<file path="src/rtl/ledbar_pkg.sv">
package ledbar_pkg;

    typedef enum logic [1:0] {
        ST_IDLE   = 2'd0,
        ST_WINDOW = 2'd1,
        ST_CHARGE = 2'd2
    } disp_state_t;

    localparam logic [1:0] MODE_PRESS = 2'b00;
    localparam logic [1:0] MODE_FLOAT = 2'b01;

endpackage

</file>
<file path="src/rtl/ledbar_level.sv">
module ledbar_level #(
    parameter int W    = 16,
    parameter int NSEG = 5
) (
    input  logic [W-1:0]    avail,
    input  logic [W-1:0]    learned,
    output logic [NSEG-1:0] lit
);
    localparam int EW = W + $clog2(NSEG + 1) + 1;

    logic [EW-1:0] avail_scaled;

    assign avail_scaled = EW'(avail) * EW'(NSEG);

    // segment k qualifies when avail exceeds k fifths of learned
    generate
        for (genvar k = 0; k < NSEG; k++) begin : g_thr
            logic [EW-1:0] thr;
            assign thr    = EW'(learned) * EW'(k);
            assign lit[k] = avail_scaled > thr;
        end
    endgenerate

endmodule

</file>
<file path="src/rtl/ledbar_mux.sv">
module ledbar_mux #(
    parameter int FRAME_TICKS      = 10,
    parameter int ON_TICKS         = 3,
    parameter int BLINK_HALF_TICKS = 125
) (
    input  logic clk,
    input  logic rst_n,
    input  logic tick,
    output logic bank_a,
    output logic bank_b,
    output logic blink_vis
);
    localparam int PW   = (FRAME_TICKS > 2) ? $clog2(FRAME_TICKS) : 1;
    localparam int BW   = (BLINK_HALF_TICKS > 2) ? $clog2(BLINK_HALF_TICKS) : 1;
    localparam int HALF = FRAME_TICKS / 2;
    localparam logic [PW-1:0] PH_LAST = PW'(FRAME_TICKS - 1);
    localparam logic [BW-1:0] BL_LAST = BW'(BLINK_HALF_TICKS - 1);

    logic [PW-1:0] phase_q;
    logic [BW-1:0] blink_cnt_q;
    logic          vis_q;

    always_ff @(posedge clk or negedge rst_n) begin
        if (!rst_n) begin
            phase_q <= '0;
        end else if (tick) begin
            phase_q <= (phase_q == PH_LAST) ? '0 : phase_q + 1'b1;
        end
    end

    always_ff @(posedge clk or negedge rst_n) begin
        if (!rst_n) begin
            blink_cnt_q <= '0;
            vis_q       <= 1'b1;
        end else if (tick) begin
            if (blink_cnt_q == BL_LAST) begin
                blink_cnt_q <= '0;
                vis_q       <= ~vis_q;
            end else begin
                blink_cnt_q <= blink_cnt_q + 1'b1;
            end
        end
    end

    assign bank_a    = phase_q < PW'(ON_TICKS);
    assign bank_b    = (phase_q >= PW'(HALF)) && (phase_q < PW'(HALF + ON_TICKS));
    assign blink_vis = vis_q;

endmodule

</file>
<file path="src/rtl/ledbar_ctrl.sv">
module ledbar_ctrl
    import ledbar_pkg::*;
#(
    parameter int WINDOW_TICKS = 4000
) (
    input  logic        clk,
    input  logic        rst_n,
    input  logic        tick,
    input  logic [1:0]  mode,
    input  logic        charging,
    output disp_state_t state,
    output logic        disp_en
);
    localparam int TW = (WINDOW_TICKS > 2) ? $clog2(WINDOW_TICKS) : 1;
    localparam logic [TW-1:0] TMR_LAST = TW'(WINDOW_TICKS - 1);

    disp_state_t   state_q, state_d;
    logic [TW-1:0] tmr_q, tmr_d;
    logic          low_seen_q;
    logic          force_off, press, show_chg;

    assign force_off = mode[1];
    assign press     = (mode == MODE_PRESS) && !low_seen_q;
    assign show_chg  = (mode == MODE_FLOAT) && charging;

    always_comb begin
        state_d = state_q;
        tmr_d   = tmr_q;
        if (force_off) begin
            state_d = ST_IDLE;
            tmr_d   = '0;
        end else if (press) begin
            state_d = ST_WINDOW;
            tmr_d   = '0;
        end else begin
            unique case (state_q)
                ST_IDLE: begin
                    if (show_chg) state_d = ST_CHARGE;
                end
                ST_WINDOW: begin
                    if (tick) begin
                        if (tmr_q == TMR_LAST) begin
                            tmr_d   = '0;
                            state_d = show_chg ? ST_CHARGE : ST_IDLE;
                        end else begin
                            tmr_d = tmr_q + 1'b1;
                        end
                    end
                end
                ST_CHARGE: begin
                    if (!show_chg) state_d = ST_IDLE;
                end
                default: state_d = ST_IDLE;
            endcase
        end
    end

    always_ff @(posedge clk or negedge rst_n) begin
        if (!rst_n) begin
            state_q    <= ST_IDLE;
            tmr_q      <= '0;
            low_seen_q <= 1'b0;
        end else begin
            state_q    <= state_d;
            tmr_q      <= tmr_d;
            low_seen_q <= (mode == MODE_PRESS);
        end
    end

    always_comb begin
        state   = state_q;
        disp_en = (state_q != ST_IDLE);
    end

endmodule

</file>
<file path="src/rtl/ledbar_drv.sv">
module ledbar_drv
    import ledbar_pkg::*;
#(
    parameter int W                = 16,
    parameter int NSEG             = 5,
    parameter int FRAME_TICKS      = 10,
    parameter int ON_TICKS         = 3,
    parameter int BLINK_HALF_TICKS = 125,
    parameter int WINDOW_TICKS     = 4000
) (
    input  logic            clk,
    input  logic            rst_n,
    input  logic            tick,
    input  logic [W-1:0]    avail,
    input  logic [W-1:0]    learned,
    input  logic [1:0]      disp_mode,
    input  logic            charging,
    input  logic            early_empty,
    input  logic            final_empty,
    output logic [NSEG-1:0] seg_out,
    output logic            com_out
);
    logic [NSEG-1:0] lit;
    logic [NSEG-1:0] seg_d;
    logic            bank_a, bank_b, blink_vis;
    logic            disp_en;
    logic            com_d;
    disp_state_t     disp_state;

    ledbar_level #(.W(W), .NSEG(NSEG)) u_level (
        .avail   (avail),
        .learned (learned),
        .lit     (lit)
    );

    ledbar_mux #(
        .FRAME_TICKS      (FRAME_TICKS),
        .ON_TICKS         (ON_TICKS),
        .BLINK_HALF_TICKS (BLINK_HALF_TICKS)
    ) u_mux (
        .clk       (clk),
        .rst_n     (rst_n),
        .tick      (tick),
        .bank_a    (bank_a),
        .bank_b    (bank_b),
        .blink_vis (blink_vis)
    );

    ledbar_ctrl #(.WINDOW_TICKS(WINDOW_TICKS)) u_ctrl (
        .clk      (clk),
        .rst_n    (rst_n),
        .tick     (tick),
        .mode     (disp_mode),
        .charging (charging),
        .state    (disp_state),
        .disp_en  (disp_en)
    );

    // per-segment gating: bank by segment parity, blink only on segment 1
    generate
        for (genvar k = 0; k < NSEG; k++) begin : g_seg
            logic in_bank, blink_ok;
            if (k % 2 == 0) begin : g_a
                assign in_bank = bank_a;
            end else begin : g_b
                assign in_bank = bank_b;
            end
            if (k == 0) begin : g_blink
                assign blink_ok = !early_empty || blink_vis;
            end else begin : g_steady
                assign blink_ok = 1'b1;
            end
            assign seg_d[k] = disp_en && !final_empty && lit[k] && in_bank && blink_ok;
        end
    endgenerate

    assign com_d = disp_en && (bank_a || bank_b);

    always_ff @(posedge clk or negedge rst_n) begin
        if (!rst_n) begin
            seg_out <= '0;
            com_out <= 1'b0;
        end else begin
            seg_out <= seg_d;
            com_out <= com_d;
        end
    end

endmodule

</file>
<file path="config.mk">
export PLATFORM = sky130hd
export DESIGN_NAME = ledbar_drv
export DESIGN_NICKNAME = d
export VERILOG_FILES = /design/src/rtl/ledbar_pkg.sv /design/src/rtl/ledbar_level.sv /design/src/rtl/ledbar_mux.sv /design/src/rtl/ledbar_ctrl.sv /design/src/rtl/ledbar_drv.sv
export SDC_FILE = /design/constraint.sdc
export NUM_CORES = 1
export LEC_CHECK = 0
export BUFFER_PORTS_ARGS = -buffer_cell sky130_fd_sc_hd__buf_4
export CORE_AREA = 10 10 102 104
export DETAILED_ROUTE_END_ITERATION = 16
export DIE_AREA = 0 0 112 114
export PLACE_DENSITY = 0.79
export REMOVE_ABC_BUFFERS = 1
export SYNTH_ARGS = -nofsm -noshare
export SYNTH_HDL_FRONTEND = slang
export SYNTH_SLANG_ARGS = --single-unit
</file>
<file path="constraint.sdc">
create_clock -name clk -period 5.8 [get_ports clk]
set_input_delay 0.29 -clock clk [delete_from_list [all_inputs] [get_ports clk]]
set_output_delay 0.29 -clock clk [all_outputs]
set_load 0.03 [all_outputs]
</file>
==> flow_metrics.env <==
export IMPL_vias_per_cell=5.79
export IMPL_cp_required_ns=5.96
export IMPL_cts_max_path_buffers=2
export IMPL_antennaDiodeCount=0
export IMPL_hold_viol=0
export IMPL_cts_buffers=5
export IMPL_cts_root_buf="clkbuf_8"
export IMPL_dp_slack_ns=1.65
export IMPL_track_usage_pct=16.1
export IMPL_area_growth_pct=12.1
export IMPL_start_util_pct=53.8
export IMPL_instances_no_fill=691
export IMPL_ioPinCount=46
export IMPL_grt_max_degree=34
export IMPL_postRouteAntennaNets=0
export IMPL_rows=34
export IMPL_die_w_microns=112
export IMPL_gp_congestion=0.888
export IMPL_rsz0062_at_grt="no"
export IMPL_ir_drop_uv=101
export IMPL_fin_nets=735
export IMPL_power_density_mw_per_mm2=229
export IMPL_status="completed"
export IMPL_period_needed_ns=3.89
export IMPL_path_class="in2reg"
export IMPL_tightest_slew_ns=0.609
export IMPL_dr_total_vias=4002
export IMPL_final_cell_area_sq_mm=0.00510
export IMPL_hpwlAfterDp_microns=8980
export IMPL_synth_common_cells="ha_1, a21oi_1, nor2_1"
export IMPL_synth_ff_type="dfrtp_1"
export IMPL_grt_overflow_total=0
export IMPL_fin_crit_sh_pct=67.1
export IMPL_cts_hold_buffers=1
export IMPL_leakagePower_nw=2.56
export IMPL_coreArea_sq_mm=0.00847
export IMPL_syn_area_sq_mm=0.00455
export IMPL_die_area_sq_mm=0.0128
export IMPL_synth_seq_area_share_pct=18.2
export IMPL_avgSynthCellArea_sq_um=8.54
export IMPL_synth_distinct_cells=57
export IMPL_clkTransAtPathRegs_ns=0.07
export IMPL_ys_top_cells_by_area="ha_1, dfrtp_1, a21oi_1, o21ai_0, a21o_1"
export IMPL_setup_viol=0
export IMPL_timing_fmax_mhz=257
export IMPL_synth_async_reset_ratio_pct=100
export IMPL_path_common_cell="ha_1"
export IMPL_n_fill_cell=734
export IMPL_maxSlewViolCount=0
export IMPL_routed_wirelength_microns=10400
export IMPL_cts_tree="built"
export IMPL_startpoint_type="primary input"
export IMPL_drtIter0Drc=129
export IMPL_synthCells=533
export IMPL_yosysMostFrequentCell="ha_1"
export IMPL_synth_edff_count=0
export IMPL_htree_levels=2
export IMPL_slowest_delay_ns=0.45
export IMPL_cap_violations=0
export IMPL_ys_seq_elements=33
export IMPL_min_from="disp_mode[0]"
export IMPL_tns_ns=0
export IMPL_insertion_delay_ns=0.29
export IMPL_path_cells="buf_4, ha_1, ha_1, fa_1, a211oi_2, o21ai_1, a31oi_2, o22ai_1, o21a_1, nor2_1, xnor2_1, ha_1, nand4_1, nor3_1, nand4_1, nor4b_1, a311o_1, a211oi_1"
export IMPL_crit_path_end_kind="register"
export IMPL_max_slew_margin_pct=59.1
export IMPL_synthesis_yosys_warnings=0
export IMPL_grt_pass1_vias=4154
export IMPL_hp_class="in2reg"
export IMPL_io_buffer_count=45
export IMPL_die_h_microns=114
export IMPL_cts_repair_resized=0
export IMPL_clock_sinks=33
export IMPL_crit_start="avail[1]"
export IMPL_rr_startpoint="u_ctrl.tmr_q[0]$_DFFE_PN0P_"
export IMPL_dp_cells=682
export IMPL_antenna_found_initial=0
export IMPL_worstPathArrival_ns=4.05
export IMPL_firstDrtPassIters=4
export IMPL_fin_skew_ns=0.00677
export IMPL_yosysTopAreaCellShare_pct=30.5
export IMPL_route_detailed_drc=0
export IMPL_setup_ws_ns=1.91
export IMPL_yosysTopAreaCell="ha_1"
export IMPL_grt_first_pass_wirelength_microns=18000
export IMPL_final_layout_size_suffix_gt1_share_pct=11.3
export IMPL_crit_slowest_cell="fa_1"
export IMPL_multiInputGateArea_sq_mm=0.00359
export IMPL_placed_area_sq_mm=0.00501
export IMPL_regArea_sq_um=827
export IMPL_wl_per_cell_microns=15.1
export IMPL_worstPathBufferInverterCount=1
export IMPL_path_max_fanout=5
export IMPL_crit_family="adder cells"
export IMPL_postCtsSetupRepairBufs=0
==> where the power goes <==
group	switching, mW	leakage (nW)	internal [mW]
logic	0.379	2.08	0.304
registers	0.0496	0.435	0.273
clock network	0.0808	0.0450	0.0830
total	0.510	2.56	0.660
==> per-layer routing <==
layer	up-vias	track usage, %	share of wire, %
met5	-	0	0
met4	0	5.92	1.8
met3	17	1.73	3.0
met2	74	31.1	52
met1	1843	17.6	43
li1	2068	-	-
==> layout by cell type (no fill, tap or decap), types with 3 or more instances in the layout <==
cell type and instances:
nand4_1 12, o31a_1 3, nor3_1 14, ha_1 111
nor2b_1 14, o21bai_1 5, inv_1 31, xnor2_2 3
o21ai_0 34, xor2_1 17, o21a_1 5, a21oi_1 41
dfrtp_1 32, a21o_1 22, a31oi_1 4, o211ai_1 4
clkbuf_8 5, or2_2 3, and3_1 6, nor2_1 41
xnor2_1 18, nand2b_1 8, a211oi_1 8, nand2_1 31
nand3_1 20, nor3b_1 3, buf_4 45, o21ai_1 3
==> stage by stage <==
step | hold slack [ns] | utilization [%] | total power [mW]
6_report | 0.162 | 60.3 | 1.17
5_1_grt | 0.162 | 60.3 | 1.28
4_1_cts | 0.160 | 60.3 | 1.17
3_5_place_dp | 0.250 | 59.2 | 1.00
3_3_place_gp | 0.247 | 59.2 | 0.972
2_1_floorplan | -0.00559 | - | 0.821
==> worst register-to-register path, cell delays in order, from the launching register on <==
cell and delay (ns):
dfrtp_1 0.43, ha_1 0.21, and3_1 0.21, nand2_1 0.07, nor3_1 0.37, or2_2 0.27
nor2b_1 0.30, nor2_1 0.09
==> state kept, by name, indices dropped and copies added (netlist names) <==
register and flops:
com_out 1, u_mux.blink_cnt_q 7, u_ctrl.state 2, u_ctrl.low_seen_q 1
u_ctrl.tmr_q 12, u_mux.phase_q 4, u_mux.blink_vis 1, seg_out 5
==> cell families (layout without fill, tap and decap cells) <==
kind of cell | Yosys count | in the layout | share of synthesized area [%]
DFF | 33 | 33 | 18.2
xor gates and xnor gates | 38 | 38 | 7.81
AOI/OAI and AO/OA | 148 | 148 | 21.1
and+or+nand+nor | 166 | 166 | 18.7
adders and majority gates | 113 | 113 | 31.4
buffers and inverters | 35 | 85 | 2.89
==> path summary, 6_finish.rpt <==
check                                                   end  slack, ns  depth (start not counted)
setup / recovery                       seg_out[3]$_DFF_PN0_       1.91                         18
hold / removal                  u_ctrl.low_seen_q$_DFF_PN0_       0.16                          2
setup reg to reg                u_ctrl.tmr_q[7]$_DFFE_PN0P_       3.73                          7
hold reg to reg            u_mux.blink_cnt_q[6]$_DFFE_PN0P_       0.49                          1
max in group asynchronous       u_mux.blink_vis$_DFFE_PN1P_       5.00                          2
min in group asynchronous       u_ctrl.tmr_q[2]$_DFFE_PN0P_       0.47                          2
==> layout make-up <==
class,instances,share of cell area [%]
Multi-Input combinational cell,465,70.4
Tap cell,108,2.65
Timing Repair Buffer,46,6.82
Clock inverter,2,0.196
Sequential cell,33,16.2
Inverter,31,2.28
Clock buffer,6,1.42
No activity file was read; power rests on OpenSTA's default activity.
